File: config.mk
export PLATFORM = sky130hd
export DESIGN_NAME = uart_tx_fc
export DESIGN_NICKNAME = d
export VERILOG_FILES = /design/src/rtl/uart_tx_fc.sv
export SDC_FILE = /design/constraint.sdc
export NUM_CORES = 1
export LEC_CHECK = 0
export ABC_CLOCK_PERIOD_IN_PS = 3000
export BUFFER_PORTS_ARGS = -buffer_cell sky130_fd_sc_hd__buf_2
export CORE_MARGIN = 2
export CORE_UTILIZATION = 55
export CTS_CLUSTER_DIAMETER = 50
export CTS_CLUSTER_SIZE = 20
export DETAILED_ROUTE_END_ITERATION = 6
export HOLD_SLACK_MARGIN = 0.12
export PLACE_DENSITY = 0.77
export SLEW_MARGIN = 20
export SYNTH_ARGS = -nofsm -noshare
export SYNTH_HDL_FRONTEND = slang
export SYNTH_SLANG_ARGS = --single-unit
File: constraint.sdc
create_clock -name clk -period 3 [get_ports clk]
set_input_delay 0 -clock clk [delete_from_list [all_inputs] [get_ports clk]]
set_output_delay 0 -clock clk [all_outputs]
set_load 0.05 [all_outputs]
File: src/rtl/uart_tx_fc.sv
module uart_tx_fc (
  input  logic       clk,
  input  logic       rst_n,
  input  logic       tick,
  input  logic       x1_mode,
  input  logic [1:0] char_len,
  input  logic       par_en,
  input  logic       par_odd,
  input  logic [3:0] stop_code,
  input  logic       cts_gate,
  input  logic       cts_n,
  input  logic       auto_rts,
  input  logic       tx_enable,
  input  logic       tx_disable,
  input  logic       rts_set,
  input  logic       rts_clr,
  input  logic       wr,
  input  logic [7:0] wdata,
  output logic       txd,
  output logic       tx_rdy,
  output logic       tx_emt,
  output logic       rts
);
  typedef enum logic [2:0] {S_IDLE, S_START, S_DATA, S_PAR, S_STOP} st_t;
  st_t st;

  logic       en_q, dis_pend, hold_full, par_q, rts_wait;
  logic [7:0] hold, shreg;
  logic [5:0] cnt, stop_m1;
  logic [2:0] bidx;
  logic [4:0] rts_cnt;

  logic [2:0] last_idx;
  logic [5:0] bit_m1;
  logic [7:0] len_mask;
  logic       can_go, drained;

  assign last_idx = {1'b1, char_len};
  assign bit_m1   = x1_mode ? 6'd0 : 6'd15;
  assign len_mask = 8'hFF >> (2'd3 - char_len);
  assign can_go   = hold_full && en_q && (!cts_gate || !cts_n);
  assign drained  = (st == S_IDLE) && !hold_full;

  assign tx_rdy = en_q && !dis_pend && !hold_full;
  assign tx_emt = drained;

  always_comb begin
    if (x1_mode)             stop_m1 = {5'd0, stop_code[3]};
    else if (char_len == 0)  stop_m1 = 6'd16 + {2'd0, stop_code};
    else if (!stop_code[3])  stop_m1 = 6'd8 + {2'd0, stop_code};
    else                     stop_m1 = 6'd16 + {2'd0, stop_code};
  end

  always_ff @(posedge clk or negedge rst_n) begin
    if (!rst_n) begin
      st <= S_IDLE; txd <= 1'b1; cnt <= '0; bidx <= '0;
      shreg <= '0; hold <= '0; hold_full <= 1'b0; par_q <= 1'b0;
    end else begin
      if (wr && tx_rdy) begin
        hold <= wdata;
        hold_full <= 1'b1;
      end
      if (tick) begin
        if (st != S_IDLE && cnt != 0) begin
          cnt <= cnt - 6'd1;
        end else begin
          case (st)
            S_START: begin
              st <= S_DATA; bidx <= '0; txd <= shreg[0]; cnt <= bit_m1;
            end
            S_DATA: begin
              if (bidx != last_idx) begin
                bidx <= bidx + 3'd1; txd <= shreg[1];
                shreg <= shreg >> 1; cnt <= bit_m1;
              end else if (par_en) begin
                st <= S_PAR; txd <= par_q; cnt <= bit_m1;
              end else begin
                st <= S_STOP; txd <= 1'b1; cnt <= stop_m1;
              end
            end
            S_PAR: begin
              st <= S_STOP; txd <= 1'b1; cnt <= stop_m1;
            end
            default: begin
              if (can_go) begin
                st <= S_START; txd <= 1'b0; cnt <= bit_m1;
                shreg <= hold; hold_full <= 1'b0;
                par_q <= (^(hold & len_mask)) ^ par_odd;
              end else begin
                st <= S_IDLE; txd <= 1'b1;
              end
            end
          endcase
        end
      end
    end
  end

  always_ff @(posedge clk or negedge rst_n) begin
    if (!rst_n) begin
      en_q <= 1'b0; dis_pend <= 1'b0; rts <= 1'b0;
      rts_wait <= 1'b0; rts_cnt <= '0;
    end else begin
      if (tx_enable) begin
        en_q <= 1'b1; dis_pend <= 1'b0;
      end else if (tx_disable && en_q && !dis_pend) begin
        if (drained) en_q <= 1'b0;
        else         dis_pend <= 1'b1;
      end else if (dis_pend && drained) begin
        en_q <= 1'b0; dis_pend <= 1'b0;
        if (auto_rts) begin
          rts_wait <= 1'b1;
          rts_cnt  <= bit_m1[4:0] + 5'd1;
        end
      end

      if (rts_set) begin
        rts <= 1'b1; rts_wait <= 1'b0;
      end else if (rts_clr) begin
        rts <= 1'b0; rts_wait <= 1'b0;
      end else if (rts_wait && tick) begin
        if (rts_cnt == 5'd1) begin
          rts <= 1'b0; rts_wait <= 1'b0;
        end
        rts_cnt <= rts_cnt - 5'd1;
      end
    end
  end
endmodule


## Word level (Yosys, flattened, before mapping)

Index checks and enable logic that the tools add are counted.

- Mux-type cells: 53
- Reductions and logical operators: 38
- Equal/unequal tests: 9
- Bitwise operators: 5
- Add/sub/neg operators: 7
- Shifts and indexed selects: 1

Operator list:

| kind | number |
|---|---|
| 2-to-1 mux 6 bit | 7 |
| 2-to-1 mux 5 bit | 7 |
| 2-to-1 mux 1 bit | 28 |
| one-hot mux 6 bit (3 select lines) | 1 |
| 2-to-1 mux 8 bit | 2 |
| one-hot mux 8 bit (2 select lines) | 1 |
| nonzero test 3 bit | 4 |
| logical AND 1 bit | 11 |
| AND reduction 2 bit | 5 |
| 2-to-1 mux 3 bit | 3 |
| one-hot mux 3 bit (3 select lines) | 1 |
| AND 8 bit | 1 |
| AND reduction 4 bit | 2 |
| parity 8 bit | 1 |
| right shift 8 x 2 -> 8 bit, first input constant | 1 |
| adder 5 x 4 -> 6 bit, first input constant | 1 |
| equality test 3 x 2 -> 1 bit, second input constant | 2 |
| inequality test 3 bit, second input constant | 2 |
| one-hot mux 3 bit (2 select lines) | 1 |
| nonzero test 6 bit | 1 |
| subtractor 6 x 1 -> 6 bit, second input constant | 1 |
| adder 4 x 1 -> 5 bit, second input constant | 1 |
| adder 4 x 4 -> 5 bit, first input constant | 1 |
| equality test 5 x 1 -> 1 bit, second input constant | 1 |
| 20 further kinds | 27 |

- Word-level logic and storage cells: 126
- Register bits after elaboration: 40
- Bits of input ports: 28
- Output and inout bits: 4

## Logic depth before layout (Yosys ltp)

- Word-level depth: 10
- Gate-level depth with buffers: 8
- Gate-level depth less buffers: 7

## Worst setup path before layout

Ideal clock, no wire load.

- Path type: register -> register
- Start: register hold_full
- End: register hold[0]
- Required time: 2.875 ns
- Clock period less this slack: 2.495 ns
- Setup slack: 0.505 ns
- Arrival time: 2.370 ns
- Cell stages (with the launch flop): 5
- Cells stage by stage: dfrtp_1 > nor3b_1 > and2_1 > buf_2 > mux2_2

- Word-level cells in the longest chain between the ends: 3

RTL lines:

| item | line | text |
|---|---|---|
| from (decl) | 27 | `logic en_q, dis_pend, hold_full, par_q, rts_wait;` |
| from (signal assigned) | 57 | `shreg <= '0; hold <= '0; hold_full <= 1'b0; par_q <= 1'b0;` |
| from (signal assigned) | 61 | `hold_full <= 1'b1;` |
| from (signal assigned) | 87 | `shreg <= hold; hold_full <= 1'b0;` |
| logical NOT 1 bit | 44 | `assign tx_rdy = en_q && !dis_pend && !hold_full;` |
| logical AND 1 bit | 44 |  |
| via tx_rdy | 20 | `output logic tx_rdy,` |
| logical AND 1 bit | 59 | `if (wr && tx_rdy) begin` |
| to (signal assigned) | 60 | `hold <= wdata;` |
| to (decl) | 28 | `logic [7:0] hold, shreg;` |

The timed path passes the listed nets, and every way through them passes these cells.
A chain may end at the register's enable or synchronous reset.

## Final worst setup path

- Start: register cnt[0]
- End: register cnt[2]

- Word-level cells in the longest chain between the ends: 4

RTL lines:

| item | line | text |
|---|---|---|
| from (decl) | 29 | `logic [5:0] cnt, stop_m1;` |
| from (signal assigned) | 65 | `cnt <= cnt - 6'd1;` |
| from (signal assigned) | 74 | `shreg <= shreg >> 1; cnt <= bit_m1;` |
| parallel branches: the longest is 4 deep, another holds subtractor 6 x 1 -> 6 bit | n/a |  |

Parallel ways; which one is timed is not known.

==> flow_summary.toml <==
[routing]
firstDrtPassIters = 5
num_vias = 1924
ant_nets = 0
wl_per_cell_um = 14.8
drc = 0
viasPerCell = 5.76
wirelength_mm = 4.95
drt_iter0_drc = 148

[clocking]
cts_tree = "done"
clockRootBuffer = "clkbuf_8"
path_clk_slew_ps = 70
htree_levels = 2
cts_buffers = 5
cts_buffer_depth = 2
ctsResizeCount = 0
cts_sinks = 40
clk_latency_ps = 290

[logic_synthesis]
synthSimpleGateAreaFrac_pct = 18.0
synth_cell_type_count = 55
synth.avg_cell_area_um2 = 9.85
synthAdderAreaFrac_pct = 2.20
syn_nets = 263
syn-instance-count = 231
syn_area_um2 = 2280
ys_ff_latch = 40
synth_top_family_by_area = "compound AO/OA/AOI/OAI gates"
synth_xor_area_share_pct = 3.85
synth_warnings = 0
synth_edf_count = 0
synth_compound_area_share_pct = 20.1
async_flop_share_pct = 100
ys_seq_area_share_pct = 44.0
muxShareOfSynthArea_pct = 8.14
ys.flop_type = "dfrtp_1"

[sta]
finalHoldViolCount = 0
fin_crit_sh_pct = 86.7
fin_crit_ps = 2600
setup_violations = 0
drv_slew = 0
max-slew-margin-rel_pct = 39.9
fmax_mhz = 385
rsz0062_at_grt = "false"
tightest_slew_ps = 902
fin_skew_ps = 5.90
finalSetupTns_ps = 0

[power]
p_leak_nw = 1.25
power_density_nw_per_um2 = 929
vdd_drop_max_v = 0.000532
power_mw = 2.56

[setup_path]
worstReg2RegStart = "cnt[0]"
cp.required_ps = 3210
crit_path_end_kind = "flop"
worstPathArrival_ps = 2810
rr_worst_depth = 8
rrSetupSlack_ps = 400
startpoint_type = "flop"
r2r-end = "cnt[2]"
cp_max_fo = 5
critPathKind = "reg -> reg"
crit_start = "cnt[0]"

[worst_hold_path]
worstHoldStart = "stop_code[3]"
hold_path_depth = 5
worstHoldEndpoint = "cnt[3]"
hp-class = "in -> reg"

[global_route]
grt_pass1_wl_mm = 8.27
grt_overflow_total = 0
grt_max_degree = 41
grt_pass1_vias = 1714
track_usage_pct = 24.3
grt_antenna_before_repair = 0

[floorplan]
ioPinCount = 32
placementRows = 23
dieArea_um2 = 4670
coreArea_um2 = 4000
initial_core_util_pct = 56.9
die-height_um = 68.3
die_x_um = 68.3

[placement]
io_buffer_count = 31
post-dp-hpwl_mm = 3.30
place.gp.congestion = 0.887
dpl-instance-area_um2 = 2440

[layout]
fin_area_um2 = 2750
antennaDiodeCount = 0
syn_to_final_growth_pct = 20.9
layout_commonest_cell = "dfrtp_1"
fin_util_pct = 68.8
fin_nets = 316
final_cell_mix = "dfrtp_1 (39), buf_2 (31), o21ai_0 (26), dlygate4sd3_1 (23), nand2_1 (20)"
drive_gt1_share_pct = 21.5

[job]
maxCapViolCount = 0

[outcome]
status = "finished clean"
[metal layers]
layer | vias up | share of wire (%) | global-route usage [%]
li1 | 946 | - | -
met2 | 45 | 49 | 39.4
met5 | - | 0 | 0
met1 | 923 | 46 | 32.2
met3 | 10 | 3.3 | 5.10
met4 | 0 | 2.0 | 8.50
[metrics by stage]
stage	hold slack, ps	instances	setup slack (ps)
2_1_floorplan	-296	231	505
3_3_place_gp	175	304	924
3_5_place_dp	182	304	860
4_1_cts	123	334	449
5_1_grt	185	334	275
6_report	135	334	400
[repair_timing]
item	CTS	global route
hold buffers	23	0
setup buffers	0	0
endpoints found under the hold margin	59	0
[final cells by class]
class | count | area [µm²]
Clock buffer | 6 | 72.6
Clock inverter | 1 | 5.00
Fill cell | 305 | 1250
Inverter | 9 | 33.8
Multi-Input combinational cell | 174 | 1190
Sequential cell | 40 | 1000
Tap cell | 50 | 62.6
Timing Repair Buffer | 54 | 385
[power by group]
group          internal, mW  switching [mW]  total [mW]
Sequential            0.758           0.234       0.992
Clock                 0.158           0.174       0.332
Combinational         0.586           0.647        1.23
Total                  1.50            1.05        2.56
[cell usage after synthesis, types with 2 or more instances]
library cell | n | area share (%)
dfrtp_1 | 39 | 43
a21oi_1 | 9 | 2.0
mux2_2 | 8 | 4.0
nand3_1 | 3 | 0.66
nor4_1 | 3 | 0.82
o2bb2ai_1 | 2 | 0.77
o21a_1 | 4 | 1.3
a31oi_1 | 5 | 1.4
o21ai_1 | 3 | 0.66
nand2_1 | 20 | 3.3
nor3_1 | 9 | 2.0
buf_6 | 2 | 0.99
ha_1 | 4 | 2.2
xnor2_1 | 9 | 3.5
a21o_1 | 3 | 0.99
o31ai_1 | 2 | 0.66
o21ai_0 | 26 | 5.7
nor2_1 | 18 | 3.0
o41ai_1 | 3 | 1.2
and2_1 | 3 | 0.82
mux2i_1 | 8 | 3.5
o21ai_4 | 2 | 1.4
nand2b_1 | 3 | 0.82
inv_1 | 9 | 1.5
buf_2 | 4 | 0.88
[logic make-up (layout without fill, tap and decap cells)]
group	count (synthesis)	count (layout)
mux	17	17
buf+inv	17	70
fa+ha+maj	4	4
compound gates	68	68
simple gates	75	75
xor+xnor	10	10
flops	40	40
[worst max-delay path by stage]
stage	depth (start not counted)	slack [ps]	to
2_1_floorplan	4	500	hold[0]
5_1_grt	8	270	cnt[2]
6_report	8	400	cnt[2]
3_3_place_gp	7	920	shreg[7]
4_1_cts	8	450	cnt[2]
3_5_place_dp	7	860	shreg[1]
[sequential cells by signal, indices dropped and copies added, names as in the netlist, 3 cells and up]
signal   cells
bidx         3
rts_cnt      5
hold         8
shreg        8
cnt          6
st           3
[worst max-delay path, cell delays in order (launching register included)]
cell and delay (ps):
dfrtp_1 420, inv_1 70, ha_1 210, or4b_4 530
o21a_4 270, nor2_1 170, o21ai_1 90, dlygate4sd3_1 580
a31oi_1 170
Power figures use the tool's default switching activity.
